[src/rtl/sample_ptr_ctrl.sv]
module sample_ptr_ctrl #(
  parameter int BASE_W = 8,
  parameter int LEN_W  = 7
) (
  input  logic                    clk,
  input  logic                    rst_n,
  input  logic                    run,
  input  logic                    fifo_mode,
  input  logic                    conv_done,
  input  logic                    rd_strobe,
  input  logic                    len_wr,
  input  logic [LEN_W-1:0]        len_ctl,
  input  logic [1:0]              irq_sel,
  input  logic                    irq_mask,
  input  logic                    dec_w,
  input  logic                    clr,
  input  logic                    irq_ack,
  output logic                    wr_en,
  output logic [BASE_W+LEN_W-1:0] wr_addr,
  output logic                    wr_lane,
  output logic [BASE_W+LEN_W-1:0] rd_addr,
  output logic [BASE_W+LEN_W-1:0] fill,
  output logic                    irq,
  output logic                    irq_stat_n
);
  localparam int AW = BASE_W + LEN_W;
  localparam int CW = $clog2(AW + 1);

  logic [LEN_W-1:0] len_q;
  logic [AW-1:0]    ptr_mask, wptr, rptr, wptr_nxt, rptr_nxt, step, sh_old, sh_new;
  logic [CW-1:0]    act_w;
  logic [1:0]       q_old, q_new;
  logic             phase, start, pend, evt, set_irq, reload;

  assign ptr_mask = {len_q, {BASE_W{1'b1}}};

  always_comb begin
    act_w = CW'(BASE_W);
    for (int i = 0; i < LEN_W; i++) act_w = act_w + CW'(len_q[i]);
  end

  assign start   = conv_done && run && !phase;
  assign wr_en   = start || phase;
  assign wr_lane = phase;
  assign wr_addr = wptr;
  assign rd_addr = rptr;
  assign fill    = (rptr - wptr) & ptr_mask;
  assign reload  = clr || len_wr;

  assign step     = {{(AW-1){1'b0}}, wr_en} + (dec_w ? AW'(2) : '0);
  assign wptr_nxt = (wptr - step) & ptr_mask;
  assign rptr_nxt = (rptr - {{(AW-1){1'b0}}, rd_strobe}) & ptr_mask;

  assign sh_old = wptr >> (act_w - CW'(2));
  assign sh_new = wptr_nxt >> (act_w - CW'(2));
  assign q_old  = sh_old[1:0];
  assign q_new  = sh_new[1:0];

  always_comb begin
    case (irq_sel)
      2'b00:   evt = q_old[1] != q_new[1];
      2'b01:   evt = q_old != q_new;
      2'b10:   evt = !q_old[1] && q_new[1];
      default: evt = phase;
    endcase
  end

  assign set_irq    = evt && fifo_mode && !irq_mask && !reload;
  assign irq        = pend;
  assign irq_stat_n = !pend;

  always_ff @(posedge clk or negedge rst_n) begin
    if (!rst_n) begin
      len_q <= '0;
      wptr  <= '0;
      rptr  <= '0;
      phase <= 1'b0;
      pend  <= 1'b0;
    end else begin
      phase <= start;
      if (len_wr) begin
        len_q <= len_ctl;
        wptr  <= '0;
        rptr  <= '0;
      end else if (clr) begin
        wptr <= '0;
        rptr <= '0;
      end else begin
        wptr <= wptr_nxt;
        rptr <= rptr_nxt;
      end
      if (set_irq)      pend <= 1'b1;
      else if (irq_ack) pend <= 1'b0;
    end
  end
endmodule

[config.mk]
export PLATFORM = sky130hd
export DESIGN_NAME = sample_ptr_ctrl
export DESIGN_NICKNAME = d
export VERILOG_FILES = /design/src/rtl/sample_ptr_ctrl.sv
export SDC_FILE = /design/constraint.sdc
export NUM_CORES = 1
export LEC_CHECK = 0
export ABC_AREA = 1
export BUFFER_PORTS_ARGS = -buffer_cell sky130_fd_sc_hd__buf_4
export CAP_MARGIN = 40
export CORE_ASPECT_RATIO = 1.75
export CORE_MARGIN = 5
export CORE_UTILIZATION = 25
export CTS_CLUSTER_DIAMETER = 30
export DETAILED_ROUTE_END_ITERATION = 7
export GPL_TIMING_DRIVEN = 0
export MAX_ROUTING_LAYER = met4
export SYNTH_ARGS = -nofsm -noshare
export SYNTH_HDL_FRONTEND = slang
export SYNTH_SLANG_ARGS = --single-unit
export TNS_END_PERCENT = 5
[constraint.sdc]
create_clock -name clk -period 6.4 [get_ports clk]
set_clock_uncertainty 0.05 [all_clocks]
set_input_delay 1.28 -clock clk [delete_from_list [all_inputs] [get_ports clk]]
set_output_delay 1.28 -clock clk [all_outputs]
set_load 0.02 [all_outputs]
# Word level (Yosys, flattened, before mapping)
# Index checks and enable logic that the tools add are counted.
word_totals:
  reg_bits: 39
  input_bits: 20
  output_inout_bits: 49
  word_cells: 49
op_classes:
  addsub: 12
  eq_ne: 4
  n_shift: 2
  mux: 8
  n_bitwise: 3
  reduce_logical: 15
op_table:
  columns: ["operator", "count"]
  rows:
  - ["15-bit 2-to-1 mux", 4]
  - ["15-bit AND", 3]
  - ["15-bit by 4-bit right shift with 2-bit output", 2]
  - ["4-bit by 1-bit adder with 4-bit output", 6]
  - ["15-bit by 1-bit subtractor with 15-bit output", 1]
  - ["15-bit subtractor", 1]
  - ["15-bit by 3-bit subtractor with 15-bit output", 1]
  - ["1-bit logical AND", 6]
  - ["1-bit zero test", 5]
  - ["4-bit by 1-bit adder with 4-bit output, first input constant", 1]
  - ["4-bit by 2-bit subtractor with 4-bit output, second input constant", 1]
  - ["1-bit by 2-bit adder with 3-bit output", 1]
  - ["1-bit one-hot mux with 3 select lines", 1]
  - ["2-bit by 1-bit equality test with 1-bit output, second input constant", 1]
  - ["2-bit equality test, second input constant", 1]
  - ["2-bit zero test", 1]
  - ["1-bit logical OR", 2]
  - ["1-bit 2-to-1 mux", 2]
  - ["2-bit 2-to-1 mux", 1]
  - ["2-bit != test", 1]
  - ["2-bit nonzero test", 1]
  - ["1-bit != test", 1]

# Logic depth before layout (Yosys ltp)
depth:
  ltp_word: 16
  mapped_depth: 22
  ltp_nobuf: 22

# Least setup slack after synthesis
# No wires, ideal clock.
synth_timing:
  path_type: "input to register"
  from: "input port run"
  to: "register pend, in the netlist irq"
  setup_ns: 0.065
  arrival_time_ns: 4.117
  slack_ns: 2.168
  cell_stages: 21
  path_cell_list: "inv_1 -> o21ai_0 -> ha_1 -> inv_1 -> ha_1 -> nand2_1 -> nand2_2 -> nor2_4 -> nand2_1 -> nand2_1 -> nand2_1 -> o21ai_0 -> nor2_1 -> nor3_1 -> nor2_1 -> a31oi_1 -> ha_1 -> o31a_1 -> nand2_1 -> nand2_1 -> nand2_1"
synth_via:
  elab_chain_len: 13
  word_cells_on_any_way: 16
  classes_between: "2 x add/sub; 2 x eq/ne; 1 x shift; 2 x mux; 1 x bitwise; 8 x reduce/logical"
synth_rtl:
  columns: ["element", "line_no", "text"]
  rows:
  - ["start: declaration", "7", "input logic run,"]
  - ["1-bit logical AND * (2 in a row)", "42", "assign start = conv_done && run && !phase;"]
  - ["1-bit logical OR *", "43", "assign wr_en = start || phase;"]
  - ["named net wr_en", "18", "output logic wr_en,"]
  - ["1-bit by 2-bit adder with 3-bit output *", "50", "assign step = {{(AW-1){1'b0}}, wr_en} + (dec_w ? AW'(2) : '0);"]
  - ["15-bit by 3-bit subtractor with 15-bit output *", "51", "assign wptr_nxt = (wptr - step) & ptr_mask;"]
  - ["15-bit AND *", "51", null]
  - ["15-bit by 4-bit right shift with 2-bit output *", "55", "assign sh_new = wptr_nxt >> (act_w - CW'(2));"]
  - ["2-bit != test, or another cell as far along", "62", "2'b01: evt = q_old != q_new;"]
  - ["1-bit one-hot mux with 3 select lines *", "60", "case (irq_sel)"]
  - ["1-bit logical AND * (3 in a row)", "68", "assign set_irq = evt && fifo_mode && !irq_mask && !reload;"]
  - ["1-bit 2-to-1 mux / 2-bit nonzero test (equally long branches)", null, null]
  - ["end signal: assignment", "78", "pend <= 1'b0;"]
  - ["end signal: assignment", "92", "if (set_irq) pend <= 1'b1;"]
  - ["end signal: assignment", "93", "else if (irq_ack) pend <= 1'b0;"]
  - ["end: declaration", "33", "logic phase, start, pend, evt, set_irq, reload;"]
# The timed path passes the listed nets; every way through them passes the cells marked *.
# A chain may end at the register's enable or synchronous reset.

# Final worst setup path
layout_timing:
  from: "register len_q[0]"
  to: "register pend, in the netlist irq"
layout_via:
  elab_chain_len: 16
  word_cells_on_any_way: 21
  classes_between: "8 x add/sub; 2 x eq/ne; 2 x shift; 2 x mux; 1 x bitwise; 6 x reduce/logical"
layout_rtl:
  columns: ["element", "line_no", "text"]
  rows:
  - ["start: declaration", "29", "logic [LEN_W-1:0] len_q;"]
  - ["start signal: assignment", "82", "len_q <= len_ctl;"]
  - ["4-bit by 1-bit adder with 4-bit output (7 in a row)", "39", "for (int i = 0; i < LEN_W; i++) act_w = act_w + CW'(len_q[i]);"]
  - ["4-bit by 2-bit subtractor with 4-bit output", "54, 55", null]
  - ["15-bit by 4-bit right shift with 2-bit output", "54", "assign sh_old = wptr >> (act_w - CW'(2));"]
  - ["1-bit zero test", "63", "2'b10: evt = !q_old[1] && q_new[1];"]
  - ["1-bit logical AND", "63", null]
  - ["1-bit one-hot mux with 3 select lines *", "60", null]
  - ["1-bit logical AND * (3 in a row)", "68", null]
  - ["1-bit 2-to-1 mux / 2-bit nonzero test (equally long branches)", null, null]
# Every way passes the cells marked *; elsewhere a longest branch is shown, timed or not.

==> qor.csv <==
metric;value;unit
Syn Inst Count;487;
Crit Path Max Fanout;10;
CTS tree;yes;
area growth from synthesis to layout;25.17;%
H-tree Lvls;2;
fill count;1504;
final period utilization;70.76;%
Post-synth ARST share;100.0;%
hold path depth;1;
FMAX;220.8;MHz
final slew viol count;0;
Critical Path Source Type;flip-flop;
WS Path Type;reg -> reg;
I/O Pins;69;
max cap viols;0;
RR Endpoint;irq;
DP Cell Count;732;
syn_area_per_cell;7.104;um^2
Final nets;611;
Crit path largest cell delay;0.56;ns
Pre-antenna DRT Iters;5;
syn_nets;536;
Initial DRC Count;310;
Worst Hold End;wr_lane;
ys flop type;dfrtp_1;
detailed-route via count;3524;
die area;0.01638;mm^2
status;finished clean;
Total Routed Length;11440;um
Critical Path RT;6.58;ns
sequential-to-total area share from yosys stat;28.21;%
Critical Path AT;4.70;ns
Bufs and invs on worst path;5;
Worst-Skew Late Latency;0.29;ns
Resize count post-CTS;0;
FF-to-FF Start;len_q[0];
global-route wire length before repair;18210;um
Port Buffers;68;
DR WL/cell;15.48;um
slew of the pin with the lowest slew margin;0.6299;ns
fin crit period;4.529;ns
Max rail drop VDD;0.1247;mV
Synth warnings;0;
Final GP Congestion;0.8854;
most common cell after layout, fill and taps aside;nand2_1;
Worst path most repeated cell;fa_1;
Initial Util;25.13;%
pwr/cell area;332.4;mW/mm^2
initial antenna violation count;0;
Placeable Area;0.01376;mm^2
number of flops mapped to enable cells by yosys;0;
HP Class;reg -> reg;
ANT nets after route;0;
Via density;4.769;
min-delay src;wr_lane;
setup_tns;0;ns
slew margin rel.;58.01;%
Sequential Area;975.9;um^2
Die H;165.6;um
die width;98.93;um
Critical-path top delay cell;fa_1;
Worst R2R Path Depth;19;
antenna fix cells;0;
commonest cells after routing, fill and taps aside;85 x nand2_1, 71 x buf_4, 64 x nor2_1, 54 x inv_1, 40 x o21ai_0;
Mapped Area;0.003460;mm^2
CP top delay family;adder cells;
vias in the first global route;3532;
hold buffer count at cts;0;
clock root buffer;clkbuf_16;
largest net degree at the start of global routing;40;
clock sinks;39;
row count;57;
final setup fails;0;
crit path cell chain;fa_1 > inv_1 > fa_1 > fa_1 > inv_1 > fa_1 > buf_6 > clkbuf_1 > a21oi_1 > o21ai_0 > a21oi_1 > a31oi_1 > o21ai_0 > inv_1 > ha_1 > o31a_1 > nand2_1 > nand2_1 > nand2_1;
Reg clk slew, reported paths;0.06;ns
total track usage;14.26;%
total of flip-flops plus latches after synthesis;39;
share of cells above drive strength 1;19.04;%
clock tree buffer depth;2;
gr ovfl total;0;
FF-to-FF setup slack;1.87;ns
final std cells w/o fill;739;
# DRC;0;
Leak;2.196;nW
dpl hpwl;9175;um
final-report hold violation count;0;
RSZ-0062 raised after global routing;no;
Setup Buffers After CTS;0;
element type at the critical path end;flip-flop;
synth unique cells;40;
total CTS buffers;5;
area of the multi-input gates;0.002191;mm^2
-- metal layers --
| metal | vias to the layer above | GRT usage (%) | part of all wire [%] |
|---|---|---|---|
| met4 | 0 | 6.183 | 3.4 |
| met2 | 98 | 25.88 | 55 |
| met3 | 23 | 1.389 | 3.8 |
| li1 | 1745 | - | - |
| met5 | - | - | 0 |
| met1 | 1658 | 15.43 | 38 |
-- synthesized netlist by cell type (all sizes together) (3+ instances only) --
cell type | n | area (um^2)
clkbuf | 7 | 26.28
nand4 | 7 | 43.79
dfrtp | 39 | 975.9
buf | 7 | 48.79
nor3 | 12 | 70.07
nor2 | 70 | 292.8
xor2 | 18 | 172.7
o211ai | 3 | 22.52
xnor2 | 8 | 70.07
a31oi | 3 | 18.77
o21ai | 43 | 219.0
nand2 | 90 | 355.3
ha | 23 | 287.8
a21oi | 39 | 195.2
nand3 | 42 | 230.2
fa | 6 | 120.1
inv | 57 | 214.0
-- area by class of cell --
type | count | share of cell area, %
plain buffers | 14 | 1.734
clock buffers | 5 | 2.889
clock inverters | 2 | 0.3178
inverters | 58 | 5.027
multi-input cells | 376 | 50.59
flip-flops and latches | 39 | 22.54
well taps | 177 | 5.114
repair buffers | 68 | 11.79
-- kinds of logic (layout without fill, tap and decap cells) --
group | Yosys count | count (layout) | share of synthesized area, %
AND/OR/NAND/NOR | 225 | 225 | 29.40
AO/OA/AOI/OAI | 95 | 95 | 14.83
adder cells (fa/ha/maj) | 29 | 29 | 11.79
buffers and inverters | 72 | 147 | 8.463
flip-flops | 39 | 39 | 28.21
multiplexers | 1 | 1 | 0.2893
XOR/XNOR | 26 | 26 | 7.016
-- worst max path at each step --
stage | from | end | depth (start not counted)
floorplan | run | irq | 21
global placement | len_q[0] | irq | 19
detailed placement | len_q[0] | irq | 19
CTS | len_q[0] | irq | 19
global route | len_q[0] | irq | 20
finish | len_q[0] | irq | 19
-- power by group --
part           switching [W]  internal, W
Combinational       0.000567     0.000334
Sequential         0.0000265     0.000262
Clock               0.000108     0.000142
Total               0.000701     0.000738
-- state kept, by name, summed over array words and instances, names as in the netlist --
name,count
irq,1
len_q,7
rd_addr,15
wr_addr,15
wr_lane,1
-- through the flow --
step            power, W  cell area (um^2)  setup slack [ns]  utilization, %  hold slack, ns
6_report        0.001439              4330             1.871           31.46          0.4035
5_1_grt         0.001569              4330             1.485           31.46          0.4322
4_1_cts         0.001446              4330             1.874           31.46          0.4036
3_5_place_dp    0.001192              4192             1.903           30.45          0.3959
3_3_place_gp    0.001188              4192             1.900           30.45          0.3967
2_1_floorplan  0.0009268              3460             2.168               -          0.4557
Power figures use the tool's default switching activity.
